[config.mk]
export PLATFORM = sky130hd
export DESIGN_NAME = dma_cycle_arbiter
export DESIGN_NICKNAME = d
export VERILOG_FILES = /design/src/rtl/dca_pkg.sv /design/src/rtl/dca_access_gate.sv /design/src/rtl/dca_pick.sv /design/src/rtl/dca_bus_hold.sv /design/src/rtl/dma_cycle_arbiter.sv
export SDC_FILE = /design/constraint.sdc
export NUM_CORES = 1
export LEC_CHECK = 0
export BUFFER_PORTS_ARGS = -buffer_cell sky130_fd_sc_hd__buf_2
export CAP_MARGIN = 20
export CORE_MARGIN = 2
export CORE_UTILIZATION = 35
export CTS_CLUSTER_SIZE = 40
export DETAILED_ROUTE_END_ITERATION = 7
export PLACE_DENSITY = 0.63
export RECOVER_POWER = 50
export SLEW_MARGIN = 20
export SYNTH_ARGS = -nofsm -noshare
export SYNTH_HDL_FRONTEND = slang
export SYNTH_SLANG_ARGS = --single-unit
[constraint.sdc]
create_clock -name clk -period 2.2 [get_ports clk]
set_input_delay 0.44 -clock clk [delete_from_list [all_inputs] [get_ports clk]]
set_output_delay 0.44 -clock clk [all_outputs]
set_load 0.03 [all_outputs]
[src/rtl/dca_pkg.sv]
package dca_pkg;
  localparam int MODE_W = 2;
  localparam int GR_W   = 2;

  localparam logic [GR_W-1:0] GR_INS = 2'd0;
  localparam logic [GR_W-1:0] GR_CH0 = 2'd1;
  localparam logic [GR_W-1:0] GR_CH1 = 2'd2;

  localparam logic [MODE_W-1:0] MD_BURST = 2'd0;
  localparam logic [MODE_W-1:0] MD_ALT   = 2'd1;
  localparam logic [MODE_W-1:0] MD_LEVEL = 2'd2;
  localparam logic [MODE_W-1:0] MD_EDGE  = 2'd3;

  // one DMA slot, then an instruction slot
  function automatic logic is_interleaved(input logic [MODE_W-1:0] m);
    return (m == MD_ALT) || (m == MD_EDGE);
  endfunction

  // keeps the bus while requesting
  function automatic logic is_block(input logic [MODE_W-1:0] m);
    return !is_interleaved(m);
  endfunction

  // demand modes may pre-empt a channel 1 block transfer
  function automatic logic is_demand(input logic [MODE_W-1:0] m);
    return (m == MD_LEVEL) || (m == MD_EDGE);
  endfunction
endpackage

[src/rtl/dca_access_gate.sv]
module dca_access_gate (
  input  logic cur_ins,
  input  logic reg_wr,
  input  logic reg_rd,
  input  logic rd_two_cyc,
  input  logic requester_en,
  input  logic bus_ack,
  input  logic ext_ack,
  output logic reg_holdoff,
  output logic bus_wait,
  output logic gate_off
);
  always_comb begin
    reg_holdoff = cur_ins && (reg_wr || (reg_rd && !rd_two_cyc));
    bus_wait    = requester_en && !bus_ack;
    gate_off    = reg_holdoff || bus_wait || ext_ack;
  end
endmodule

[src/rtl/dca_pick.sv]
module dca_pick
  import dca_pkg::*;
(
  input  logic [GR_W-1:0]   cur,
  input  logic [1:0]        req,
  input  logic [MODE_W-1:0] mode0,
  input  logic [MODE_W-1:0] mode1,
  input  logic [1:0]        done,
  input  logic [1:0]        eng,
  input  logic              adm1,
  input  logic              last1,
  input  logic              gate_off,
  output logic [GR_W-1:0]   nxt,
  output logic              preempt0
);
  logic cont0, cont1, el0, el1, pick1;

  always_comb begin
    preempt0 = (cur == GR_CH1) && is_block(mode1) && req[0] && is_demand(mode0);
    cont0 = (cur == GR_CH0) && is_block(mode0) && req[0] && !done[0];
    cont1 = (cur == GR_CH1) && is_block(mode1) && req[1] && !done[1] && !preempt0;
    el0   = req[0] && !(eng[1] && is_block(mode1) && !is_demand(mode0));
    el1   = req[1] && !(eng[0] && is_block(mode0))
                   && !(eng[0] && is_interleaved(mode0) && !adm1);
    pick1 = el1 && (!el0 || (adm1 && !last1 && is_interleaved(mode0)));

    nxt = GR_INS;
    if (gate_off)            nxt = GR_INS;
    else if (cur == GR_CH0)  nxt = cont0 ? GR_CH0 : GR_INS;
    else if (cur == GR_CH1)  nxt = cont1 ? GR_CH1 : (preempt0 ? GR_CH0 : GR_INS);
    else if (pick1)          nxt = GR_CH1;
    else if (el0)            nxt = GR_CH0;
  end
endmodule

[src/rtl/dca_bus_hold.sv]
module dca_bus_hold (
  input  logic       clk,
  input  logic       rst_n,
  input  logic       requester_en,
  input  logic [1:0] req,
  input  logic [1:0] eng,
  input  logic       cur_ins,
  input  logic       ext_req,
  output logic       bus_req,
  output logic       ext_ack
);
  logic quiet;
  assign quiet = cur_ins && (eng == 2'b00) && (req == 2'b00);

  always_ff @(posedge clk or negedge rst_n) begin
    if (!rst_n) begin
      bus_req <= 1'b0;
      ext_ack <= 1'b0;
    end else begin
      bus_req <= requester_en && (req != 2'b00);
      ext_ack <= ext_req && (ext_ack || quiet);
    end
  end
endmodule

[src/rtl/dma_cycle_arbiter.sv]
module dma_cycle_arbiter
  import dca_pkg::*;
(
  input  logic              clk,
  input  logic              rst_n,
  input  logic              boundary_i,
  input  logic              reg_wr_i,
  input  logic              reg_rd_i,
  input  logic              rd_two_cyc_i,
  input  logic [1:0]        req_i,
  input  logic [MODE_W-1:0] mode0_i,
  input  logic [MODE_W-1:0] mode1_i,
  input  logic [1:0]        done_i,
  input  logic              requester_en_i,
  input  logic              bus_ack_i,
  input  logic              ext_bus_req_i,
  output logic              bus_req_o,
  output logic              ext_bus_ack_o,
  output logic              grant_ch0_o,
  output logic              grant_ch1_o,
  output logic              grant_ins_o
);
  logic [GR_W-1:0] cur_q, nxt_w;
  logic [1:0]      eng_q;
  logic            adm1_q, last1_q;
  logic            reg_holdoff_w, bus_wait_w, gate_off_w, preempt0_w;
  logic            cur_ins_w;

  assign cur_ins_w = (cur_q == GR_INS);

  dca_access_gate u_gate (
    .cur_ins(cur_ins_w), .reg_wr(reg_wr_i), .reg_rd(reg_rd_i),
    .rd_two_cyc(rd_two_cyc_i), .requester_en(requester_en_i),
    .bus_ack(bus_ack_i), .ext_ack(ext_bus_ack_o),
    .reg_holdoff(reg_holdoff_w), .bus_wait(bus_wait_w), .gate_off(gate_off_w)
  );

  dca_pick u_pick (
    .cur(cur_q), .req(req_i), .mode0(mode0_i), .mode1(mode1_i),
    .done(done_i), .eng(eng_q), .adm1(adm1_q), .last1(last1_q),
    .gate_off(gate_off_w), .nxt(nxt_w), .preempt0(preempt0_w)
  );

  dca_bus_hold u_hold (
    .clk(clk), .rst_n(rst_n), .requester_en(requester_en_i), .req(req_i),
    .eng(eng_q), .cur_ins(cur_ins_w), .ext_req(ext_bus_req_i),
    .bus_req(bus_req_o), .ext_ack(ext_bus_ack_o)
  );

  always_ff @(posedge clk or negedge rst_n) begin
    if (!rst_n) begin
      cur_q   <= GR_INS;
      last1_q <= 1'b0;
      adm1_q  <= 1'b0;
    end else begin
      if (boundary_i) begin
        cur_q <= nxt_w;
        if (nxt_w == GR_CH0) last1_q <= 1'b0;
        if (nxt_w == GR_CH1) last1_q <= 1'b1;
      end
      if (!req_i[1])                              adm1_q <= 1'b0;
      else if (boundary_i && nxt_w == GR_CH0)     adm1_q <= 1'b1;
    end
  end

  for (genvar c = 0; c < 2; c++) begin : g_eng
    localparam logic [GR_W-1:0] CODE = GR_W'(c + 1);
    always_ff @(posedge clk or negedge rst_n) begin
      if (!rst_n)                                        eng_q[c] <= 1'b0;
      else if (!req_i[c])                                eng_q[c] <= 1'b0;
      else if (boundary_i && cur_q == CODE && done_i[c]) eng_q[c] <= 1'b0;
      else if (boundary_i && nxt_w == CODE)              eng_q[c] <= 1'b1;
    end
  end

  assign grant_ch0_o = (cur_q == GR_CH0);
  assign grant_ch1_o = (cur_q == GR_CH1);
  assign grant_ins_o = (cur_q == GR_INS);
endmodule

==> results of run 1 <==
report_power, final:
part | internal (mW) | switching [mW] | leakage [nW]
clock network | 0.0624 | 0.0500 | 0.0138
logic | 0.157 | 0.193 | 0.247
registers | 0.177 | 0.0226 | 0.107
total | 0.397 | 0.266 | 0.367
kinds of logic after synthesis:
logic type | Yosys count
simple gates | 24
fa+ha+maj | 2
flops | 8
buf+inv | 6
mux | 1
compound gates | 19
per-layer routing:
metal  vias up  GRT usage [%]  part of all wire (%)
li1        285              -                     -
met1       240          22.34                    49
met2        13          24.85                    45
met3         2          2.553                   4.3
met4         0          9.375                  0.87
met5         -              0                     0
layout make-up:
class	count	area, um2	area share [%]
Clock buffer	3	22.52	3.000
Inverter	5	18.77	2.500
Multi-Input combinational cell	46	314.1	41.83
Tap cell	15	18.77	2.500
Timing Repair Buffer	31	176.4	23.50
Sequential cell	8	200.2	26.67
worst max path at each step:
stage	endpoint	from	depth (start not counted)	slack (ns)
3_3_place_gp	last1_q$_DFFE_PN0P_	mode0_i[1]	8	-0.15
2_1_floorplan	last1_q$_DFFE_PN0P_	mode0_i[1]	7	0.003
3_5_place_dp	last1_q$_DFFE_PN0P_	mode0_i[0]	8	-0.19
5_1_grt	last1_q$_DFFE_PN0P_	eng_q[1]$_DFFE_PN0P_	7	-0.005
6_report	last1_q$_DFFE_PN0P_	eng_q[1]$_DFFE_PN0P_	7	0.07
4_1_cts	last1_q$_DFFE_PN0P_	cur_q[0]$_DFFE_PN0P_	7	0.02
cell usage after synthesis, drive strengths merged:
master	instances	share of area, %
o31ai	1	1.4
nand4	1	1.2
or2b	1	1.7
a31oi	1	1.2
nand2	6	4.3
nor2b	5	6.4
a211oi	1	1.4
or2	1	1.2
o22ai	2	2.4
a21oi	5	4.8
ha	2	4.8
nor4	1	1.2
nor2	4	2.9
dfrtp	8	38
o21a	2	2.9
o211ai	1	1.4
mux2	1	2.1
a221o	1	1.9
nor4b	1	1.7
nand3	1	0.95
inv	5	3.6
a31o	1	1.7
nand4b	1	1.7
buf	1	2.1
o21ai	4	3.8
or3b	2	3.3
cells in the final DEF, fill, tap and decap left out, drive strengths merged:
cell type   n
nand4       1
nor4b       1
mux2        1
o21ai       4
or2b        1
inv         5
a31o        1
o22ai       2
nand3       1
a221o       1
a21oi       5
or3b        2
clkbuf      6
buf        28
a31oi       1
nand2       6
o31ai       1
a211oi      1
nand4b      1
nor2b       5
nor2        4
o211ai      1
nor4        1
ha          2
dfrtp       8
or2         1
o21a        2
sequential cells by signal, indices dropped and copies added (netlist names):
register	count
adm1_q	1
cur_q	2
eng_q	2
last1_q	1
u_hold.bus_req	1
u_hold.ext_ack	1
worst register-to-register path, cell delays in order, from the launching register on:
cell      delay, ns
dfrtp_1        0.34
or3b_2         0.47
o211ai_1       0.10
a31oi_1        0.13
or2_1          0.24
ha_1           0.29
nor2b_1        0.13
mux2_2         0.34
timing repair:
action / in CTS / in global routing
buffers inserted: 0 / 1
endpoints found under the setup margin: 0 / 1
gates resized for setup: 0 / 3
through the flow:
stage	TNS, ns	cell area (um2)	setup slack [ns]
2_1_floorplan	0	528.0	0.003109
3_3_place_gp	-0.1545	710.7	-0.1545
3_5_place_dp	-0.1896	710.7	-0.1896
4_1_cts	0	733.2	0.01843
5_1_grt	-0.004957	750.7	-0.004957
6_report	0	750.7	0.06951
==> summary.md, run 1 <==
| Metric | Value |
|---|---|
| Worst path arrival time | 2.27 ns |
| Inserted Diodes | 0 |
| First-pass GRT wire length | 2.242 mm |
| Die width | 42.75 um |
| Hold Violations, Final | 0 |
| Critical path required time | 2.34 ns |
| Share of cells above drive strength 1 | 41.94% |
| Antenna violations before repair | 0 |
| Worst hold path type | input pin to asynchronous set/reset pin |
| Die area | 1828 um2 |
| Clk_lat worst skew | 0.25 ns |
| Crit path cell chain | or3b_2, o211ai_1, a31oi_1, or2_1, ha_1, nor2b_1, mux2_2 |
| I/O Pins | 22 |
| Startpoint types | flop |
| Mux contribution to synthesized area | 2.143% |
| Worst slew margin | 70.17% |
| Max cap viols | 0 |
| Remaining DRCs | 0 |
| Register area share after synthesis | 38.10% |
| Period utilisation layout | 96.84% |
| RePlAce Congestion | 0.8275 |
| Worst-Margin Slew | 0.4474 ns |
| PwrDens | 883.2 nW/um2 |
| Seq cells post-synth | 8 |
| Via count | 540 |
| Layout filler cell count | 136 |
| Total grt overflow | 0 |
| Clock-pin slew on the worst setup and hold paths | 0.06 ns |
| Crit path largest cell delay | 0.47 ns |
| Row cnt | 13 |
| Initial core utilization | 38.92% |
| Post-Layout Cell Count | 108 |
| Syn Inst Count | 60 |
| Die height | 42.75 um |
| Top Family by Delay on Critical Path | simple AND/OR/NAND/NOR gates |
| Crit Path Max Fanout | 2 |
| CP Buf/Inv Count | 0 |
| Largest net degree at the start of global routing | 11 |
| Routed wire per std cell | 12.81 um |
| Post-synth net total | 79 |
| Main combinational cell family by area after synthesis | simple AND/OR/NAND/NOR gates |
| Post-CTS Hold Buffers | 0 |
| All-layer global routing usage | 16.58% |
| Fin. max-slew vios | 0 |
| IO Port Bufs | 20 |
| Drt initial violations | 10 |
| Number of global-route vias before repair | 542 |
| DP Wirelength | 1.087 mm |
| Min Tclk post-route | 2.130 ns |
| Final Skew | 0.005183 ns |
| Core ar. | 1350 um2 |
| Setup violators final | 0 |
| Simple-gate share of the synthesized area | 26.43% |
| Hold Slack | 0.1001 ns |
| Max Fclk | 469.4 MHz |
| Worst r2r src | eng_q[1]$_DFFE_PN0P_ |
| Root Driver | clkbuf_4 |
| YS warnings | 0 |
| H-tree levels | 1 |
| ANT nets after route | 0 |
| PnR Total Power | 0.6630 mW |
| FF-to-FF setup slack | 0.07 ns |
| R2R depth | 7 |
| Placed Cells | 104 |
| Mapped Area | 525.5 um2 |
| Compound-cell area share of the yosys netlist | 22.86% |
| CTS Buffer Depth | 2 |
| Area grow syn2layout | 42.86% |
| Synth Area in XOR/XNOR | 0% |
| Synth cell types | 29 |
| Adder-Cell Fraction of Synth Area | 4.762% |
| Final core occ | 55.61% |
| Total Wirelength | 1.384 mm |
| Critical Path Slowest Stage Cell | or3b_2 |
| Kind of critical path | flop to flop |
| Clock Sinks | 8 |
| CTS tree | yes |
| Leakage power figure | 0.3674 nW |
| Critical Path Sink Type | flop |
| Worst vdd ir | 0.5029 mV |
| TritonRoute pass-1 iters | 4 |
| Post-Syn Area per Cell | 8.758 um2 |
| Vias/cell | 5.000 |
| R2r endpoint | last1_q$_DFFE_PN0P_ |
| Final nets | 114 |
| Status | finished clean |
| Num CTS Buffers | 3 |
(Power assumes the default switching activity.)
==> inputs of run 2 (changes only) <==
Settings changed: CORE_UTILIZATION 35 to 40, PLACE_DENSITY 0.63 to 0.7.
==> run 2 against run 1 <==
  * Utilization increased by 5.7 points
  * Worst setup slack barely moved
  * Final cell count increased by 0.93%
  * Die area decreased by 11%
  * Critical path depth did not move
  * Fmax barely moved
  * Total power up 5.6%
  * Highest routed layer unchanged
  * Via count grew 9.4%
  * Sequential share of layout area down 0.94 points
  * Register-to-register slack barely moved
==> summary.md, run 2 (synthesis gave the netlist of run 1 again) <==
| Metric | Value |
|---|---|
| Startpoint types | flop |
| Status | finished clean |
| Layout filler cell count | 116 |
| Switching share of power | 40.31% |
| Clock Sinks | 8 |
| Min Tclk post-route | 2.131 ns |
| R2r endpoint | last1_q$_DFFE_PN0P_ |
| Hold Violations, Final | 0 |
| Clock-pin slew on the worst setup and hold paths | 0.06 ns |
| Worst slew margin | 68.89% |
| Critical path required time | 2.34 ns |
| Placed Cells | 105 |
| Drt initial violations | 23 |
| TritonRoute pass-1 iters | 4 |
| DR WL met3 | 68 um |
| Initial core utilization | 41.42% |
| DP Wirelength | 1.101 mm |
| Routed wire per std cell | 13.88 um |
| Setup tns final | 0 ns |
| RSZ-0062 raised after global routing | false |
| RePlAce Congestion | 0.8382 |
| Crit path largest cell delay | 0.38 ns |
| Gate power share | 55.0% |
| Max cap viols | 0 |
| Total Wirelength | 1.513 mm |
| R2R depth | 7 |
| Most common cell after layout, fill and taps aside | buf_2 |
| Area grow syn2layout | 48.10% |
| ANT nets after route | 0 |
| Antenna violations before repair | 0 |
| Clk_lat worst skew | 0.26 ns |
| Max Fclk | 469.3 MHz |
| Share of cells above drive strength 1 | 44.68% |
| Via count | 591 |
| CTS tree | yes |
| Register area | 200.2 um2 |
| Critical Path Sink Type | flop |
| Crit path cell chain | or2b_4, nor4b_4, a31oi_1, or2_1, ha_1, nor2b_2, mux2_4 |
| Hold Slack | 0.09932 ns |
| Die height | 40.25 um |
| Inserted Diodes | 0 |
| Final nets | 115 |
| H-tree levels | 1 |
| Root Driver | clkbuf_4 |
| First-pass GRT wire length | 2.435 mm |
| Critical Path Slowest Stage Cell | dfrtp_1 |
| Die area | 1620 um2 |
| M1 WL | 683 um |
| Total grt overflow | 0 |
| Remaining DRCs | 0 |
| Kind of critical path | flop to flop |
| Worst path arrival time | 2.27 ns |
| Leakage power figure | 0.3832 nW |
| Final core occ | 61.34% |
| Psw | 0.2823 mW |
| IO Port Bufs | 20 |
| Top Metal Used | met4 |
| Crit Path Max Fanout | 3 |
| Period utilisation layout | 96.86% |
| Number of global-route vias before repair | 581 |
| Worst vdd ir | 0.4710 mV |
| Row cnt | 13 |
| Footprint of the multi-input gates | 334.1 um2 |
| FF-to-FF setup slack | 0.07 ns |
| Fin. max-slew vios | 0 |
| All-layer global routing usage | 23.30% |
| Setup violators final | 0 |
| Post-CTS Hold Buffers | 0 |
| Worst-Margin Slew | 0.4666 ns |
| Die width | 40.25 um |
| Post-Layout Cell Count | 109 |
| Vias/cell | 5.422 |
| Most frequent cells in the layout | buf_2 (18), buf_4 (11), dfrtp_1 (8) |
| WL met2 | 725 um |
| Largest net degree at the start of global routing | 11 |
| CTS Buffer Depth | 2 |
| Num CTS Buffers | 3 |
| I/O Pins | 22 |
| Seq pwr share | 28.7% |
| Final Skew | 0.008400 ns |
| Worst hold path type | input pin to asynchronous set/reset pin |
| Biggest regs | cur_q (2), eng_q (2) |
| Core ar. | 1269 um2 |
| PnR Total Power | 0.7003 mW |
| Part of the power in the clock network | 16.4% |
| Power Internal | 0.4180 mW |
| Worst r2r src | cur_q[1]$_DFFE_PN0P_ |
| PwrDens | 899.8 nW/um2 |
## run 2: layout make-up
| cell class | instances | share of cell area (%) |
|---|---|---|
| clock buffer | 3 | 2.894 |
| tap | 15 | 2.412 |
| sequential | 8 | 25.72 |
| timing repair buffer | 32 | 23.63 |
| multi-input combinational | 46 | 42.93 |
| inverter | 5 | 2.412 |
## run 2: worst max-delay path by stage
stage | from | to | cells past startpoint
finish | cur_q[1]$_DFFE_PN0P_ | last1_q$_DFFE_PN0P_ | 7
global route | cur_q[1]$_DFFE_PN0P_ | last1_q$_DFFE_PN0P_ | 7
floorplan | mode0_i[1] | last1_q$_DFFE_PN0P_ | 7
global placement | mode0_i[1] | last1_q$_DFFE_PN0P_ | 8
CTS | cur_q[1]$_DFFE_PN0P_ | last1_q$_DFFE_PN0P_ | 7
detailed placement | mode0_i[1] | last1_q$_DFFE_PN0P_ | 8
## run 2: stage by stage
| step | instance area [um2] | setup WS, ns |
|---|---|---|
| after global placement | 718.2 | -0.1530 |
| after floorplan | 528.0 | 0.003109 |
| after detailed placement | 718.2 | -0.1506 |
| after global routing | 778.2 | 0.007934 |
| final | 778.2 | 0.06907 |
| after CTS | 747.0 | 0.04263 |
## run 2: power groups by stage
stage	logic, mW	registers (mW)	clock network [mW]
final	0.385	0.201	0.115
after detailed placement	0.353	0.201	0
after global routing	0.421	0.205	0.126
after floorplan	0.205	0.208	0
after CTS	0.357	0.199	0.120
after global placement	0.351	0.198	0
## run 2: worst max-delay path: cells and delay by family (launching register included)
kind | cells | cell delay, ns
flops | 1 | 0.38
fa+ha+maj | 1 | 0.30
compound gates | 1 | 0.08
mux | 1 | 0.30
simple gates | 4 | 0.95
## run 2: layer usage
layer / vias to the layer above / GRT usage (%)
met3: 4 / 5.000
met2: 29 / 35.08
met1: 270 / 29.83
li1: 288 / -
met5: - / 0
met4: 0 / 15.00
## run 2: what timing repair did
item / CTS / global route
setup buffers: 0 / 1
endpoints found under the setup margin: 1 / 1
hold endpoints to repair: 0 / 0
pin swaps: 0 / 3
gates resized for setup: 1 / 8
